## src/rtl/wdt_keyed_pkg.sv

```systemverilog
package wdt_keyed_pkg;
  localparam int SEL_W   = 3;
  localparam int NUM_SEL = 1 << SEL_W;

  localparam int BIT_EN   = 7;
  localparam int SEL_HI   = 5;
  localparam int SEL_LO   = 3;
  localparam int BIT_IE   = 1;
  localparam int BIT_FLAG = 0;

  localparam logic ADDR_CTRL = 1'b0;
  localparam logic ADDR_SVC  = 1'b1;

  localparam logic [7:0] KEY_ARM  = 8'h55;
  localparam logic [7:0] KEY_FIRE = 8'hAA;

  typedef enum logic {
    KEY_IDLE,
    KEY_ARMED
  } key_state_e;
endpackage

```

## src/rtl/wdt_ctrl_reg.sv

```systemverilog
module wdt_ctrl_reg
  import wdt_keyed_pkg::*;
(
  input  logic             clk_i,
  input  logic             rst_ni,
  input  logic             wr_i,
  input  logic             addr_i,
  input  logic [7:0]       data_i,
  input  logic             expire_i,
  output logic             en_o,
  output logic [SEL_W-1:0] sel_o,
  output logic             ie_o,
  output logic             flag_o,
  output logic             reload_o,
  output logic [7:0]       ctrl_o
);
  logic             ctrl_wr;
  logic             en_q, ie_q, flag_q;
  logic [SEL_W-1:0] sel_q;
  logic [SEL_W-1:0] sel_d;
  logic             unused_rsvd;

  assign ctrl_wr     = wr_i && (addr_i == ADDR_CTRL);
  assign sel_d       = data_i[SEL_HI:SEL_LO];
  assign unused_rsvd = ^{data_i[6], data_i[2]};

  always_ff @(posedge clk_i or negedge rst_ni) begin
    if (!rst_ni) begin
      en_q   <= 1'b0;
      sel_q  <= '0;
      ie_q   <= 1'b0;
      flag_q <= 1'b0;
    end else begin
      if (ctrl_wr) begin
        en_q  <= data_i[BIT_EN];
        sel_q <= sel_d;
        ie_q  <= data_i[BIT_IE];
      end
      // set has priority over write-one-to-clear
      if (expire_i)
        flag_q <= 1'b1;
      else if (ctrl_wr && data_i[BIT_FLAG])
        flag_q <= 1'b0;
    end
  end

  assign reload_o = ctrl_wr && data_i[BIT_EN] && (!en_q || (sel_d != sel_q));

  assign en_o   = en_q;
  assign sel_o  = sel_q;
  assign ie_o   = ie_q;
  assign flag_o = flag_q;
  assign ctrl_o = {en_q, 1'b0, sel_q, 1'b0, ie_q, flag_q};

  assert_off_on_zero_R3: assert property (@(posedge clk_i) disable iff (!rst_ni)
    (wr_i && addr_i == ADDR_CTRL && data_i == 8'h00) |=> !en_o);

  assert_set_wins_R8: assert property (@(posedge clk_i) disable iff (!rst_ni)
    expire_i |=> flag_o);

  assert_flag_source_R5: assert property (@(posedge clk_i) disable iff (!rst_ni)
    $rose(flag_o) |-> $past(expire_i));
endmodule

```

## src/rtl/wdt_key_check.sv

```systemverilog
module wdt_key_check
  import wdt_keyed_pkg::*;
(
  input  logic       clk_i,
  input  logic       rst_ni,
  input  logic       en_i,
  input  logic       svc_wr_i,
  input  logic [7:0] data_i,
  input  logic       clear_i,
  output logic       kick_o
);
  key_state_e state_q, state_d;

  always_comb begin
    state_d = state_q;
    if (!en_i || clear_i)
      state_d = KEY_IDLE;
    else if (svc_wr_i) begin
      if (state_q == KEY_IDLE && data_i == KEY_ARM)
        state_d = KEY_ARMED;
      else
        state_d = KEY_IDLE;
    end
  end

  always_ff @(posedge clk_i or negedge rst_ni) begin
    if (!rst_ni) state_q <= KEY_IDLE;
    else         state_q <= state_d;
  end

  assign kick_o = en_i && !clear_i && svc_wr_i && (state_q == KEY_ARMED) && (data_i == KEY_FIRE);

  assert_kick_idle_R6: assert property (@(posedge clk_i) disable iff (!rst_ni)
    kick_o |=> (state_q == KEY_IDLE));

  assert_arm_source_R7: assert property (@(posedge clk_i) disable iff (!rst_ni)
    $rose(state_q == KEY_ARMED) |-> $past(svc_wr_i && data_i == KEY_ARM));
endmodule

```

## src/rtl/wdt_count.sv

```systemverilog
module wdt_count
  import wdt_keyed_pkg::*;
#(
  parameter int BASE_EXP = 21
) (
  input  logic             clk_i,
  input  logic             rst_ni,
  input  logic             en_i,
  input  logic [SEL_W-1:0] sel_i,
  input  logic             reload_i,
  input  logic             kick_i,
  output logic             expire_o
);
  localparam int CNT_W = BASE_EXP + NUM_SEL;

  logic [CNT_W-1:0] cnt_q;
  logic [CNT_W-1:0] lim_tab [NUM_SEL];
  logic [CNT_W-1:0] limit;

  for (genvar g = 0; g < NUM_SEL; g++) begin : g_lim
    assign lim_tab[g] = CNT_W'((64'd1 << (BASE_EXP + g)) - 64'd1);
  end

  assign limit    = lim_tab[sel_i];
  assign expire_o = en_i && !reload_i && !kick_i && (cnt_q == limit);

  always_ff @(posedge clk_i or negedge rst_ni) begin
    if (!rst_ni)
      cnt_q <= '0;
    else if (!en_i || reload_i || kick_i || expire_o)
      cnt_q <= '0;
    else
      cnt_q <= cnt_q + CNT_W'(1);
  end

  assert_idle_when_off_R3: assert property (@(posedge clk_i) disable iff (!rst_ni)
    !en_i |=> (cnt_q == '0));

  assert_wrap_after_expiry_R9: assert property (@(posedge clk_i) disable iff (!rst_ni)
    expire_o |=> (cnt_q == '0));
endmodule

```

## src/rtl/wdt_keyed.sv

```systemverilog
module wdt_keyed
  import wdt_keyed_pkg::*;
#(
  parameter int BASE_EXP = 21
) (
  input  logic       clk_i,
  input  logic       rst_ni,
  input  logic       wr_i,
  input  logic       addr_i,
  input  logic [7:0] wdata_i,
  output logic [7:0] ctrl_o,
  output logic       irq_o
);
  logic             en, ie, flag, reload, kick, expire, svc_wr;
  logic [SEL_W-1:0] sel;

  assign svc_wr = wr_i && (addr_i == ADDR_SVC);

  wdt_ctrl_reg u_ctrl (
    .clk_i    (clk_i),
    .rst_ni   (rst_ni),
    .wr_i     (wr_i),
    .addr_i   (addr_i),
    .data_i   (wdata_i),
    .expire_i (expire),
    .en_o     (en),
    .sel_o    (sel),
    .ie_o     (ie),
    .flag_o   (flag),
    .reload_o (reload),
    .ctrl_o   (ctrl_o)
  );

  wdt_key_check u_key (
    .clk_i    (clk_i),
    .rst_ni   (rst_ni),
    .en_i     (en),
    .svc_wr_i (svc_wr),
    .data_i   (wdata_i),
    .clear_i  (reload),
    .kick_o   (kick)
  );

  wdt_count #(.BASE_EXP(BASE_EXP)) u_cnt (
    .clk_i    (clk_i),
    .rst_ni   (rst_ni),
    .en_i     (en),
    .sel_i    (sel),
    .reload_i (reload),
    .kick_i   (kick),
    .expire_o (expire)
  );

  assign irq_o = flag && ie;

  assert_irq_gated_R5: assert property (@(posedge clk_i) disable iff (!rst_ni)
    irq_o |-> (ctrl_o[BIT_FLAG] && ctrl_o[BIT_IE]));
endmodule

```

## config.mk

```make
export PLATFORM = sky130hd
export DESIGN_NAME = wdt_keyed
export DESIGN_NICKNAME = d
export VERILOG_FILES = /design/src/rtl/wdt_keyed_pkg.sv /design/src/rtl/wdt_ctrl_reg.sv /design/src/rtl/wdt_key_check.sv /design/src/rtl/wdt_count.sv /design/src/rtl/wdt_keyed.sv
export SDC_FILE = /design/constraint.sdc
export NUM_CORES = 1
export LEC_CHECK = 0
export BUFFER_PORTS_ARGS = -buffer_cell sky130_fd_sc_hd__buf_2
export CAP_MARGIN = 40
export CORE_MARGIN = 2
export CORE_UTILIZATION = 62
export CTS_CLUSTER_SIZE = 12
export DETAILED_ROUTE_END_ITERATION = 12
export PLACE_DENSITY_LB_ADDON = 0.08
export SYNTH_ARGS = -nofsm -noshare
export SYNTH_HDL_FRONTEND = slang
export SYNTH_SLANG_ARGS = --single-unit
```

## constraint.sdc

```tcl
create_clock -name clk_i -period 3.25 [get_ports clk_i]
set_input_delay 0.325 -clock clk_i [delete_from_list [all_inputs] [get_ports clk_i]]
set_output_delay 0.325 -clock clk_i [all_outputs]
set_load 0.1 [all_outputs]
```

Word level (Yosys, flattened, before mapping). Memory sizes are Yosys's and may differ from the RTL's. Index checks and enable logic that the tools add are counted.

Register bits: 36. Bits in read-only memories: 232. Bits of input ports: 12. Output and inout bits: 9. Logic and storage cells: 46. Memories: 1.

$add $sub $neg: 1. Order comparisons: 1. Equal/unequal tests: 4. Multiplexer cells: 8. Bitwise gates (word level): 3. Reductions and logical operators: 22.

Memories: (no name shown) (depth 8, width 29, rd ports 1, clocked after Yosys merged registers in 0, write ports 0, RTL line wdt_count.sv:24) `assign limit = lim_tab[sel_i];`.

Operators with widths (number): 29-bit 2-to-1 mux (3); 29-bit by 1-bit adder with 29-bit output (second input constant) (1); 29-bit equality test (1); 1-bit logical AND (13); 8-bit by 7-bit equality test with 1-bit output (second input constant) (1); 8-bit equality test (second input constant) (1); 1-bit 2-to-1 mux (5); 4-bit >= comparator (second input constant) (1); 1-bit logical OR (4); 3-bit NOT with 4-bit output (1); 2-bit nonzero test (2); 1-bit logical NOT (3); 3-bit inequality test (1); 1-bit NOT (2).

Longest topological paths before layout.
Depth after elaboration: 14. Gate-level depth with buffers: 7. Mapped depth without buffers: 5.

Hierarchy. A second synthesis with hierarchy kept.

Cell total of the unflattened synthesis: 219. Area total of the unflattened synthesis: 2069.5 µm².

By module, submodules not included: wdt_count (times used 1, cells an instance 177, area an instance 1609.0 µm², seq. area each 725.7 µm²); wdt_ctrl_reg (times used 1, cells an instance 29, area an instance 339.1 µm², seq. area each 150.1 µm²); wdt_key_check (times used 1, cells an instance 11, area an instance 108.9 µm², seq. area each 25.0 µm²); wdt_keyed (times used 1, cells an instance 2, area an instance 12.5 µm², seq. area each 0.0 µm²).

Least setup slack after synthesis. Ideal clock, no wire load.

Path kind: reg2reg. Start point: reg u_ctrl.sel_q[1] (netlist: u_ctrl.sel_o[1]). End point: reg u_cnt.cnt_q[26]. Setup time: 82 ps. Arrival: 2358 ps. Data required time: 3168 ps. Setup slack: 810 ps. Stages on the path, launching flop included: 8. Buffers on the path: 2. Period minus slack after synthesis: 2440 ps. Cells stage by stage: dfrtp_1 > clkbuf_1 > xnor2_1 > a31o_2 > nand3_1 > clkbuf_1 > or3_2 > o22ai_1.

Word-level cells in the longest chain between the ends: 13. Elaborated cells on any way between the ends: 20. Those cells by class: eq/ne: 2; mux: 3; bitwise: 1; reduce/logical: 13; memory: 1.

Ends and longest elaborated chain: from (decl) (RTL line wdt_ctrl_reg.sv:19) `logic [SEL_W-1:0] sel_q;`; from (signal assigned) (RTL line wdt_ctrl_reg.sv:36) `sel_q <= sel_d;`; branches (longest 11 deep; another with memory read 8 x 29 bit); 1-bit logical OR (*) (RTL line wdt_count.sv:30) `else if (!en_i || reload_i || kick_i || expire_o)`; 29-bit 2-to-1 mux (*) (RTL line wdt_count.sv:30); to (signal assigned) (RTL line wdt_count.sv:33) `cnt_q <= cnt_q + CNT_W'(1);`; to (decl) (RTL line wdt_count.sv:16) `logic [CNT_W-1:0] cnt_q;`.

Every way passes the cells marked *. The select of a mux whose other input is x is not followed. A chain may end at the register's enable or synchronous reset.

Worst setup path after layout.
Start point: reg u_cnt.cnt_q[12]. End point: reg u_cnt.cnt_q[12].

Word-level cells in the longest chain between the ends: 4. Elaborated cells on any way between the ends: 5. Those cells by class: add/sub: 1; eq/ne: 1; mux: 1; reduce/logical: 2.

Ends and longest elaborated chain (RTL line): branches (longest 3 deep; another with 29-bit by 1-bit adder with 29-bit output); 29-bit 2-to-1 mux (*) (wdt_count.sv:30).

Every way passes the cells marked *.

==> flow_metrics.env <==
export IMPL_status="finished clean"
export IMPL_io_buffers=18
export IMPL_wl_per_cell_um=14.21
export IMPL_power_total_uw=1005
export IMPL_crit_type="reg -> reg"
export IMPL_yosysWarnings=0
export IMPL_die_h_um=61.06
export IMPL_timing_final_crit_share_pct=69.03
export IMPL_grt_use_total_pct=24.81
export IMPL_final_cell_mix="dfrtp_1 (36), nor2_1 (30), nand2_1 (18), xor2_1 (18), buf_2 (18)"
export IMPL_vias=1567
export IMPL_grt_antenna_before_repair=0
export IMPL_synth_top_area_share_pct=44.64
export IMPL_slew_limit_headroom_pct=47.88
export IMPL_fmax_ghz=0.4458
export IMPL_max_stage_delay_ns=0.59
export IMPL_leakagePower_uw=0.0009900
export IMPL_ys_top_cells_by_area="dfrtp_1 (45%), xor2_1 (7.8%), nor2_1 (5.6%), xnor2_1 (3.9%), nand4_1 (3.4%)"
export IMPL_die_w_um=61.06
export IMPL_worst_setup_path_end_kind="register"
export IMPL_cts_setup_buffers=0
export IMPL_wl_um=3823
export IMPL_path_cells="nand4_4 -> nor4_4 -> and2_2 -> a41o_1 -> nor2_1"
export IMPL_area_delta_synth_final_pct=8.432
export IMPL_syn_instance_count=210
export IMPL_grt_pass1_wl_um=6789
export IMPL_clockRootBuffer="clkbuf_4"
export IMPL_ys_seq_elements=36
export IMPL_grt_max_degree=37
export IMPL_cp_num_buf_inv=0
export IMPL_worst_pin_slew_ns=0.7817
export IMPL_max_vdd_ir_drop_v=0.0003264
export IMPL_rows=20
export IMPL_startpoint_type="register"
export IMPL_start_util_pct=65.57
export IMPL_grt_overflow=0
export IMPL_diodes=0
export IMPL_io_pins=21
export IMPL_setup_viol=0
export IMPL_final_common_cell="dfrtp_1"
export IMPL_clk_path_buf_depth=2
export IMPL_synth_area_um2=2018
export IMPL_fin_skew_ns=0.01519
export IMPL_yosysUniqueCellTypes=45
export IMPL_cts_sinks=36
export IMPL_routabilityCongestion=0.8626
export IMPL_antenna_left=0
export IMPL_clk_pin_slew_worst_paths_ns=0.12
export IMPL_dpl_instance_area_um2=2093
export IMPL_cts_hold_buf=0
export IMPL_grt_pass1_vias=1548
export IMPL_avgSynthCellArea_um2=9.610
export IMPL_nNetsFinal=237
export IMPL_power_density_nw_per_um2=459.3
export IMPL_layout_drive_gt1_share_pct=16.44
export IMPL_finalInstanceArea_um2=2188
export IMPL_dieArea_um2=3728
export IMPL_ys_seq_area_share_pct=44.64
export IMPL_fin_tns_setup_ns=0
export IMPL_synth_ff_type="dfrtp_1"
export IMPL_hold_viol_final=0
export IMPL_final_max_slew_viol_count=0
export IMPL_h_tree_depth=2
export IMPL_period_minus_slack_ns=2.243
export IMPL_async_flop_share_pct=100.0
export IMPL_core_um2=3078
export IMPL_cap_violations=0
export IMPL_numCtsBuffers=5
export IMPL_rsz0062_at_grt="no"
export IMPL_yosysTopAreaCell="dfrtp_1"
export IMPL_worstReg2RegStart="u_cnt.cnt_q[12]$_DFF_PN0_"
export IMPL_critPathMaxFanout=20
export IMPL_cts_resized_gates=0
export IMPL_crit_family="simple AND/OR/NAND/NOR gates"
export IMPL_crit_required_ns=3.45
export IMPL_viasPerCell=5.825
export IMPL_cp_startpoint="u_cnt.cnt_q[12]$_DFF_PN0_"
export IMPL_drt_iter0_drc=109
export IMPL_dp_hpwl_um=2722
export IMPL_synth_edf_count=0
export IMPL_cts_tree="built"
export IMPL_cp_arrival_ns=2.44
export IMPL_drcViolationCount=0
export IMPL_fill_cells=244
export IMPL_hold_class="in -> async"
export IMPL_slowest_stage="a41o_1"
export IMPL_clk_insertion_delay_late_ns=0.34
export IMPL_drt_pass1_iterations=4
-- worst reg2reg max path: stages, from the launching register on --
cell	delay, ns
dfrtp_1	0.46
nand4_4	0.15
nor4_4	0.53
and2_2	0.25
a41o_1	0.59
nor2_1	0.12
-- layer usage --
| layer | global-route usage, % | routed length [um] | up-vias |
|---|---|---|---|
| met2 | 41.03 | 1935 | 33 |
| met4 | 6.211 | 12 | 0 |
| met3 | 7.773 | 154 | 2 |
| li1 | - | - | 762 |
| met5 | 0 | 0 | - |
| met1 | 31.91 | 1720 | 770 |
-- worst paths after layout --
kind / slack (ns) / endpoint / cells after the start
max: 1.01 / u_cnt.cnt_q[12]$_DFF_PN0_ / 5
min: 0.04 / u_ctrl.en_o$_DFFE_PN0N_ / 1
max reg2reg: 1.01 / u_cnt.cnt_q[12]$_DFF_PN0_ / 5
min reg2reg: 0.47 / u_cnt.cnt_q[0]$_DFF_PN0_ / 1
max in group asynchronous: 2.69 / u_cnt.cnt_q[16]$_DFF_PN0_ / 1
min in group clk_i: 0.24 / u_ctrl.ie_o$_DFFE_PN0N_ / 2
-- cells by family (layout without fill, tap and decap cells) --
family	count (synthesis)	in the layout	share of synthesized area, %
other	1	2	0.1858
XOR/XNOR	27	27	11.72
flip-flops	36	36	44.64
adder cells (fa/ha/maj)	1	1	0.6199
AND/OR/NAND/NOR	111	111	31.12
multiplexers	4	4	2.232
AO/OA/AOI/OAI	16	16	5.455
buffers and inverters	14	28	4.030
-- state kept, by name, indices dropped and copies added (netlist names) --
signal	count
u_cnt.cnt_q	29
u_ctrl.en_o	1
u_key.state_q	1
u_ctrl.sel_o	3
u_ctrl.flag_o	1
u_ctrl.ie_o	1
-- through the flow --
step / hold WS (ns) / std cells / worst slack (ns) / util (%)
5_1_grt: 0.06716 / 269 / 0.7941 / 71.10
2_1_floorplan: 0.02941 / 211 / 0.8100 / -
4_1_cts: 0.05301 / 269 / 0.9931 / 71.10
3_3_place_gp: 0.4370 / 261 / 1.100 / 68.01
3_5_place_dp: 0.4432 / 261 / 1.030 / 68.01
6_report: 0.04285 / 269 / 1.007 / 71.10
-- cell usage after synthesis (3+ instances only) --
master    number
clkbuf_1       4
nand2b_1       4
nand3_1       12
o22ai_1        3
xor2_1        18
nand4_1       11
and3_1        10
dfrtp_1       36
mux2_2         4
nand2_1       18
xnor2_1        9
buf_4          5
o21ai_0        3
nor3_1         4
and4_1         3
nor2_1        30
-- layout make-up --
class	count	area [um^2]	area share (%)
clock buffers	7	65.06	2.973
repair buffers	18	90.09	4.117
clock inverters	1	30.03	1.372
flip-flops and latches	36	900.9	41.17
well taps	44	55.05	2.516
multi-input cells	161	1040	47.51
inverters	2	7.507	0.3431
-- report_power, final --
group	switching (uW)	leakage, uW	internal [uW]
clock	151	0.0000515	204
sequential	19.7	0.000491	460
combinational	131	0.000447	38.8
total	302	0.000990	703
No activity file was read; power rests on OpenSTA's default activity.
